<file path="src/rtl/dma_rf_pkg.sv">
package dma_rf_pkg;

  localparam int DW          = 32;
  localparam int STRIDE_BASE = 32'h100;
  localparam int VALID_A     = 32'h140;
  localparam int STAT_A      = 32'h144;
  localparam int IEN_A       = 32'h148;
  localparam int IEN_CLR_A   = 32'h14C;
  localparam int LOOP_A      = 32'h150;
  localparam int LOOP_CLR_A  = 32'h15C;

  // control word bits decoded by the sequencers
  localparam int CTRL_BURST_BIT = 4;
  localparam int CTRL_DIR_BIT   = 5;
  // second loop bit of a channel sits this far above the first
  localparam int LOOP_PAIR      = 16;

  typedef enum logic [1:0] {
    F_BASE  = 2'd0,
    F_LLEN  = 2'd1,
    F_LCNT  = 2'd2,
    F_CTRL  = 2'd3
  } field_e;

  typedef enum logic [3:0] {
    K_NONE, K_CHAN, K_STRIDE, K_VALID, K_STAT,
    K_IEN, K_IEN_CLR, K_LOOP, K_LOOP_CLR
  } kind_e;

  typedef struct packed {
    logic [DW-1:0] base;
    logic [DW-1:0] line_len;
    logic [DW-1:0] line_cnt;
    logic [DW-1:0] ctrl;
    logic [DW-1:0] stride;
  } chan_regs_t;

endpackage

</file>
<file path="src/rtl/dma_rf_rstsync.sv">
module dma_rf_rstsync (
  input  logic clk,
  input  logic rst_n,
  output logic rst_sync_n
);
  logic [1:0] sync_q;

  always_ff @(posedge clk or negedge rst_n) begin
    if (!rst_n) sync_q <= 2'b00;
    else        sync_q <= {sync_q[0], 1'b1};
  end

  assign rst_sync_n = sync_q[1];
endmodule

</file>
<file path="src/rtl/dma_rf_decode.sv">
module dma_rf_decode
  import dma_rf_pkg::*;
#(
  parameter int NUM_CH = 16,
  parameter int ADDR_W = 12,
  localparam int CH_W  = $clog2(NUM_CH)
) (
  input  logic [ADDR_W-1:0] addr,
  output kind_e             kind,
  output logic [CH_W-1:0]   ch,
  output field_e            field
);
  localparam int CHAN_SPAN  = NUM_CH * 16;
  localparam int STRIDE_END = STRIDE_BASE + 4 * NUM_CH;

  logic [31:0] a_ext;
  assign a_ext = {{(32-ADDR_W){1'b0}}, addr};

  always_comb begin
    kind  = K_NONE;
    ch    = '0;
    field = field_e'(addr[3:2]);
    if (addr[1:0] != 2'b00) begin
      kind = K_NONE;
    end else if (a_ext < CHAN_SPAN) begin
      kind = K_CHAN;
      ch   = addr[CH_W+3:4];
    end else if (a_ext >= STRIDE_BASE && a_ext < STRIDE_END) begin
      kind = K_STRIDE;
      ch   = addr[CH_W+1:2];
    end else begin
      case (a_ext)
        VALID_A:    kind = K_VALID;
        STAT_A:     kind = K_STAT;
        IEN_A:      kind = K_IEN;
        IEN_CLR_A:  kind = K_IEN_CLR;
        LOOP_A:     kind = K_LOOP;
        LOOP_CLR_A: kind = K_LOOP_CLR;
        default:    kind = K_NONE;
      endcase
    end
  end
endmodule

</file>
<file path="src/rtl/dma_rf_chan.sv">
module dma_rf_chan
  import dma_rf_pkg::*;
(
  input  logic          clk,
  input  logic          rst_n,
  input  logic          wr_chan,
  input  logic          wr_stride,
  input  field_e        field,
  input  logic [DW-1:0] wdata,
  output chan_regs_t    regs_q,
  output logic          start_q
);
  chan_regs_t regs_d;
  logic       regs_en;
  logic       start_d;

  always_comb begin
    regs_d  = regs_q;
    regs_en = wr_chan | wr_stride;
    if (wr_stride) regs_d.stride = wdata;
    if (wr_chan) begin
      case (field)
        F_BASE:  regs_d.base     = wdata;
        F_LLEN:  regs_d.line_len = wdata;
        F_LCNT:  regs_d.line_cnt = wdata;
        default: regs_d.ctrl     = wdata;
      endcase
    end
    start_d = wr_chan && (field == F_BASE);
  end

  always_ff @(posedge clk or negedge rst_n) begin
    if (!rst_n) begin
      regs_q  <= '0;
      start_q <= 1'b0;
    end else begin
      if (regs_en) regs_q <= regs_d;
      start_q <= start_d;
    end
  end
endmodule

</file>
<file path="src/rtl/dma_rf_shared.sv">
module dma_rf_shared
  import dma_rf_pkg::*;
#(
  parameter int NUM_CH = 16
) (
  input  logic              clk,
  input  logic              rst_n,
  input  logic              wr_en,
  input  kind_e             kind,
  input  logic [DW-1:0]     wdata,
  input  logic [NUM_CH-1:0] ch_event,
  output logic [NUM_CH-1:0] stat_q,
  output logic [NUM_CH-1:0] ien_q,
  output logic [DW-1:0]     loop_q,
  output logic [NUM_CH-1:0] stop_q,
  output logic              irq
);
  logic [NUM_CH-1:0] wlo;
  logic [NUM_CH-1:0] stat_d, ien_d, stop_d, stat_clr;
  logic [DW-1:0]     loop_d;
  logic              stat_en, ien_en, loop_en;

  assign wlo = wdata[NUM_CH-1:0];

  always_comb begin
    stat_clr = (wr_en && kind == K_STAT) ? wlo : '0;
    // events are merged after the clear so a coincident event survives
    stat_d   = (stat_q & ~stat_clr) | ch_event;
    stat_en  = (wr_en && kind == K_STAT) || (|ch_event);

    ien_d  = ien_q;
    ien_en = 1'b0;
    if (wr_en && kind == K_IEN)     begin ien_d = wlo;           ien_en = 1'b1; end
    if (wr_en && kind == K_IEN_CLR) begin ien_d = ien_q & ~wlo;  ien_en = 1'b1; end

    loop_d  = loop_q;
    loop_en = 1'b0;
    if (wr_en && kind == K_LOOP)     begin loop_d = wdata;           loop_en = 1'b1; end
    if (wr_en && kind == K_LOOP_CLR) begin loop_d = loop_q & ~wdata; loop_en = 1'b1; end

    stop_d = (wr_en && kind == K_VALID) ? wlo : '0;
  end

  always_ff @(posedge clk or negedge rst_n) begin
    if (!rst_n) begin
      stat_q <= '0;
      ien_q  <= '0;
      loop_q <= '0;
      stop_q <= '0;
    end else begin
      if (stat_en) stat_q <= stat_d;
      if (ien_en)  ien_q  <= ien_d;
      if (loop_en) loop_q <= loop_d;
      stop_q <= stop_d;
    end
  end

  assign irq = |(stat_q & ien_q);
endmodule

</file>
<file path="src/rtl/dma_regfile.sv">
module dma_regfile
  import dma_rf_pkg::*;
#(
  parameter int NUM_CH = 16,
  parameter int ADDR_W = 12,
  localparam int CH_W  = $clog2(NUM_CH)
) (
  input  logic              clk,
  input  logic              rst_n,
  input  logic [ADDR_W-1:0] bus_addr,
  input  logic              bus_we,
  input  logic [DW-1:0]     bus_wdata,
  output logic [DW-1:0]     bus_rdata,
  input  logic [NUM_CH-1:0] ch_event,
  output logic [NUM_CH-1:0] ch_start,
  output logic [NUM_CH-1:0] ch_stop,
  output logic [NUM_CH-1:0] ch_burst,
  output logic [NUM_CH-1:0] ch_dir,
  output logic [NUM_CH-1:0] ch_loop_en,
  output logic              irq
);
  logic              rst_sync_n;
  kind_e             dec_kind;
  logic [CH_W-1:0]   dec_ch;
  field_e            dec_field;
  chan_regs_t        regs [NUM_CH];
  logic [NUM_CH-1:0] stat_q, ien_q;
  logic [DW-1:0]     loop_q;

  dma_rf_rstsync u_rst (
    .clk        (clk),
    .rst_n      (rst_n),
    .rst_sync_n (rst_sync_n)
  );

  dma_rf_decode #(.NUM_CH(NUM_CH), .ADDR_W(ADDR_W)) u_dec (
    .addr  (bus_addr),
    .kind  (dec_kind),
    .ch    (dec_ch),
    .field (dec_field)
  );

  for (genvar n = 0; n < NUM_CH; n++) begin : g_ch
    logic wr_c, wr_s;
    assign wr_c = bus_we && dec_kind == K_CHAN   && dec_ch == CH_W'(n);
    assign wr_s = bus_we && dec_kind == K_STRIDE && dec_ch == CH_W'(n);

    dma_rf_chan u_chan (
      .clk       (clk),
      .rst_n     (rst_sync_n),
      .wr_chan   (wr_c),
      .wr_stride (wr_s),
      .field     (dec_field),
      .wdata     (bus_wdata),
      .regs_q    (regs[n]),
      .start_q   (ch_start[n])
    );

    assign ch_burst[n]   = regs[n].ctrl[CTRL_BURST_BIT];
    assign ch_dir[n]     = regs[n].ctrl[CTRL_DIR_BIT];
    assign ch_loop_en[n] = loop_q[n] & loop_q[n+LOOP_PAIR];
  end

  dma_rf_shared #(.NUM_CH(NUM_CH)) u_shared (
    .clk      (clk),
    .rst_n    (rst_sync_n),
    .wr_en    (bus_we),
    .kind     (dec_kind),
    .wdata    (bus_wdata),
    .ch_event (ch_event),
    .stat_q   (stat_q),
    .ien_q    (ien_q),
    .loop_q   (loop_q),
    .stop_q   (ch_stop),
    .irq      (irq)
  );

  always_comb begin
    bus_rdata = '0;
    case (dec_kind)
      K_CHAN: begin
        case (dec_field)
          F_BASE:  bus_rdata = regs[dec_ch].base;
          F_LLEN:  bus_rdata = regs[dec_ch].line_len;
          F_LCNT:  bus_rdata = regs[dec_ch].line_cnt;
          default: bus_rdata = regs[dec_ch].ctrl;
        endcase
      end
      K_STRIDE:             bus_rdata = regs[dec_ch].stride;
      K_STAT:               bus_rdata = DW'(stat_q);
      K_IEN, K_IEN_CLR:     bus_rdata = DW'(ien_q);
      K_LOOP, K_LOOP_CLR:   bus_rdata = loop_q;
      default:              bus_rdata = '0;
    endcase
  end
endmodule

</file>
<file path="config.mk">
export PLATFORM = sky130hd
export DESIGN_NAME = dma_regfile
export DESIGN_NICKNAME = d
export VERILOG_FILES = /design/src/rtl/dma_rf_pkg.sv /design/src/rtl/dma_rf_rstsync.sv /design/src/rtl/dma_rf_decode.sv /design/src/rtl/dma_rf_chan.sv /design/src/rtl/dma_rf_shared.sv /design/src/rtl/dma_regfile.sv
export SDC_FILE = /design/constraint.sdc
export NUM_CORES = 2
export LEC_CHECK = 0
export BUFFER_PORTS_ARGS = -buffer_cell sky130_fd_sc_hd__buf_2
export CORE_UTILIZATION = 50
export DETAILED_ROUTE_END_ITERATION = 6
export GPL_TIMING_DRIVEN = 1
export HOLD_SLACK_MARGIN = 0.08
export PLACE_DENSITY = 0.75
export SYNTH_ARGS = -nofsm -noshare
export SYNTH_HDL_FRONTEND = slang
export SYNTH_SLANG_ARGS = --single-unit
</file>
<file path="constraint.sdc">
create_clock -name clk -period 92.2 [get_ports clk]
set_input_delay 9.22 -clock clk [delete_from_list [all_inputs] [get_ports clk]]
set_output_delay 9.22 -clock clk [all_outputs]
set_load 0.01 [all_outputs]
</file>
==> results.txt <==
Number of violations reported at the end of detailed-routing iteration 0 = 12,000
Internal power = 0.00183 W
Failing checks = design-rule violations, max-capacitance violations, max-slew violations
First drt pass iteration count = 7
Sw frac = 22.9%
Endpoint of the most critical register-to-register path = u_shared.stop_q[3]
Area growth syn-to-layout = 9.47%
Most used standard cell by instance count after synthesis = dfrtp_1
Worst reg-to-reg path cell count = 6
Final setup fails = 0
Cell count of the worst hold path = 0
Cell area after synthesis = 118,000 sq um
Most frequent cell on the critical path = buf_4
Wire per inst = 32.3 um
Sequential fraction of design power = 49.4%
Worst clock skew = 0.0363 ns
Combinational share of power = 3.8%
Final antenna-violating net count = 0
Total area of multi-input combinational cells = 47,200 sq um
Dominant synthesized flop cell = dfrtp_1
Sinks on Clock Net = 2,658
Vias per cell = 6.86
DR vias = 87,500
Post-CTS setup buffer count = 0
P_leak = 61.9 nW
CP endpoint kind = output pin
GR Overflow Total = 0
Total Routing Usage GR = 34.2%
Cell chosen for the clock root = clkbuf_16
Tot Pwr = 0.00237 W
Result of the run = complete, but fails checks
Wire length of the first global-routing pass = 600,000 um
Min-Delay Endpoint = u_rst.sync_q[1]
Slowest Stage Delay on Critical Path = 1.15 ns
Die Y = 488 um
HPWL Detailed = 226,000 um
Number of placement rows = 178
CP cell instances = buf_2 -> buf_4 -> or2_2 -> a31oi_1 -> nor2_4 -> buf_4 -> buf_4 -> buf_4 -> o22ai_1 -> a21oi_1 -> o21ai_0 -> o21ai_0 -> o211ai_1 -> o211ai_1 -> buf_2
Warnings, synthesis = 0
Distinct cell type count after synthesis = 86
Largest area contributor in the netlist = dfrtp_1
Relative slew margins = -9.38%
Post-Syn Instances = 9,734
Setup slack on the worst flop-to-flop path = 86.19 ns
Share of the core filled with cells = 55.1%
Share of the clock period used by the worst path after layout = 28.3%
Die width = 488 um
Residual DRC count = 23
Switching power of the nets = 0.000542 W
Unrepaired setup endpoints after global routing = false
Origin of the worst min-delay path = u_rst.sync_q[0]
Routed WL = 411,000 um
Max stage delay cell, worst path = o21ai_0
Sequential Area = 66,500 sq um
Share of total power in the clock network = 46.8%
Area of the core = 235,000 sq um
Launching point of the worst reg2reg path = u_rst.sync_q[1]
Required @ worst endpoint = 82.98 ns
Total of hold buffers inserted after clock tree synthesis = 0
Maxcap violations = 5
Effective utilization at floorplan = 50.3%
Critical path fanouts, max = 74
Die Footprint = 239,000 sq um
Clock buffer count from CTS = 277
Pin count of the biggest net entering global routing = 191
TritonCTS clock tree = built
Number of enable flip-flop cells after synthesis = 0
Fill cell count = 18,800
Antenna violations before repair = 52
Clk pin slew, worst setup/hold paths = 0.06 ns
Worst Path Arrival = 16.89 ns
Fraction of the yosys area taken by sequential cells = 56.2%
Portion of synthesized cell area occupied by the leading cell type = 56.2%
Via count of the first global-routing pass = 88,400
PostCTS Resize Cnt = 0
Kind of critical path = in2out
# port buffers = 175
Share of layout cells above drive strength 1 = 33.9%
Final weighted congestion in routability-driven placement = 0.898
Final max-slew violation count = 4
# IOs = 176
Crit start category = input port
Max Root-Sink Buffers = 4
Number of hold violations in the final report = 0
Kind of path behind the tightest hold check = reg2reg
Top cells by area in the synthesized netlist = dfrtp_1, mux2_2, o22ai_1
Accumulated negative setup slack = 0 ns
Worst voltage drop across the vdd grid = 0.0179 mV
Mean cell area of the mapped netlist = 12.2 sq um
Syn Nets = 9,797
Clock latency reported for the late side of the worst-skew pair = 0.95 ns
Total Nets Final = 9,455
Number of levels in the clock H-tree = 5
Ratio of total power to cell area = 18.3 nW/um^2
Final critical-path required period = 26.11 ns
Slew at the pin closest to its max-slew limit = 1.63 ns
Share of flip-flops with an asynchronous set or reset = 100%
Most common library cells after synthesis = dfrtp_1, mux2_2, o22ai_1, nand2_1, o21ai_0
Synthesis-stage register bit count = 2,658
Maximum achievable frequency = 0.0383 GHz
==> flip-flops by register name, summed over array words and instances (netlist names) <==
name	flops
u_shared.ien_q	16
u_shared.loop_q	32
u_rst.sync_q	2
u_shared.stat_q	16
u_shared.stop_q	16
g_ch.u_chan.start_q	16
g_ch.u_chan.regs_q	2560
==> layer usage <==
layer	up-vias	part of all wire (%)	wire, um	global-route usage [%]
met1	45000	36	149000	43.8
met4	46	7.1	29200	21.3
met3	1659	14	56900	11.6
li1	34600	-	-	-
met5	-	0.13	533	0
met2	6166	43	176000	49.6
==> logic make-up (layout without fill, tap and decap cells) <==
| logic type | after synthesis | count (layout) | share of synthesized area (%) |
|---|---|---|---|
| xor gates and xnor gates | 1 | 1 | 0.00740 |
| other | 1 | 23 | 0.00317 |
| and+or+nand+nor | 1276 | 1276 | 4.83 |
| DFF | 2658 | 2658 | 56.2 |
| AOI/OAI and AO/OA | 2314 | 2314 | 11.7 |
| muxes | 2406 | 2406 | 22.9 |
| buffers and inverters | 1078 | 920 | 4.34 |
==> critical path, delay by kind of cell <==
| family | cells | cell delay, ns |
|---|---|---|
| buf+inv | 6 | 3.27 |
| simple gates | 2 | 1.28 |
| compound gates | 7 | 3.00 |
==> cells in the final DEF, fill, tap and decap left out, types with 12 or more instances in the layout <==
| cell type | netlist | layout |
|---|---|---|
| a21boi_0 | 17 | 17 |
| inv_1 | 37 | 37 |
| nor2_1 | 79 | 44 |
| dfrtp_1 | 2658 | 2657 |
| clkbuf_8 | 0 | 56 |
| o21ai_0 | 663 | 654 |
| a222oi_1 | 18 | 18 |
| nor2_4 | 32 | 74 |
| a21o_1 | 18 | 18 |
| clkbuf_1 | 499 | 59 |
| nand2_1 | 882 | 870 |
| buf_2 | 291 | 176 |
| nor3_1 | 49 | 42 |
| o22a_1 | 17 | 17 |
| nand3_1 | 45 | 43 |
| clkbuf_16 | 0 | 282 |
| o21a_1 | 12 | 12 |
| a221oi_1 | 19 | 18 |
| mux2_1 | 108 | 108 |
| bufinv_16 | 0 | 14 |
| o221ai_1 | 24 | 24 |
| or3_1 | 18 | 17 |
| buf_4 | 152 | 229 |
| clkinv_2 | 0 | 40 |
| o22ai_1 | 926 | 926 |
| o2111ai_1 | 22 | 22 |
| a22oi_1 | 18 | 18 |
| buf_12 | 0 | 14 |
| diode_2 | 0 | 22 |
| a31oi_1 | 158 | 157 |
| mux2_2 | 2291 | 2291 |
| and2_1 | 42 | 40 |
| nand4_1 | 26 | 26 |
| o211ai_1 | 19 | 19 |
| a21oi_1 | 306 | 303 |
| and3_1 | 50 | 50 |
==> cell type report <==
cell class | instances | area share (%)
sequential | 2658 | 51.4
multi-input combinational | 5998 | 36.4
clock buffer | 397 | 6.22
tap | 3150 | 3.04
timing repair buffer | 419 | 2.22
clock inverter | 66 | 0.563
inverter | 38 | 0.110
antenna | 22 | 0.0425
==> how the worst max path moves through the flow <==
| stage | start | endpoint | slack, ns |
|---|---|---|---|
| after floorplan | u_rst.sync_q[1] | g_ch[0].u_chan.regs_q[0] | 12.62 |
| after global placement | bus_addr[2] | bus_rdata[27] | 66.67 |
| after detailed placement | bus_addr[2] | bus_rdata[27] | 66.71 |
| after CTS | bus_addr[2] | bus_rdata[27] | 66.67 |
| after global routing | bus_addr[2] | bus_rdata[27] | 66.43 |
| final | bus_addr[2] | bus_rdata[27] | 66.09 |
==> power groups by stage <==
stage	clock network (W)	registers [W]	logic, W
after floorplan	0	0.00122	0.0000335
after global placement	0	0.00119	0.0000842
after detailed placement	0	0.00119	0.0000864
after CTS	0.00111	0.00117	0.0000868
after global routing	0.00116	0.00117	0.0000945
final	0.00111	0.00117	0.0000899
==> stage by stage <==
step	cell area (sq um)	hold slack, ns	setup slack (ns)	std cells
after global placement	121000	0.336	66.67	12300
after floorplan	118000	0.331	12.62	9734
after CTS	129000	0.362	66.67	12700
after global routing	129000	0.363	66.43	12700
after detailed placement	121000	0.348	66.71	12300
final	130000	0.356	66.09	12700
No activity file was read; power rests on OpenSTA's default activity.
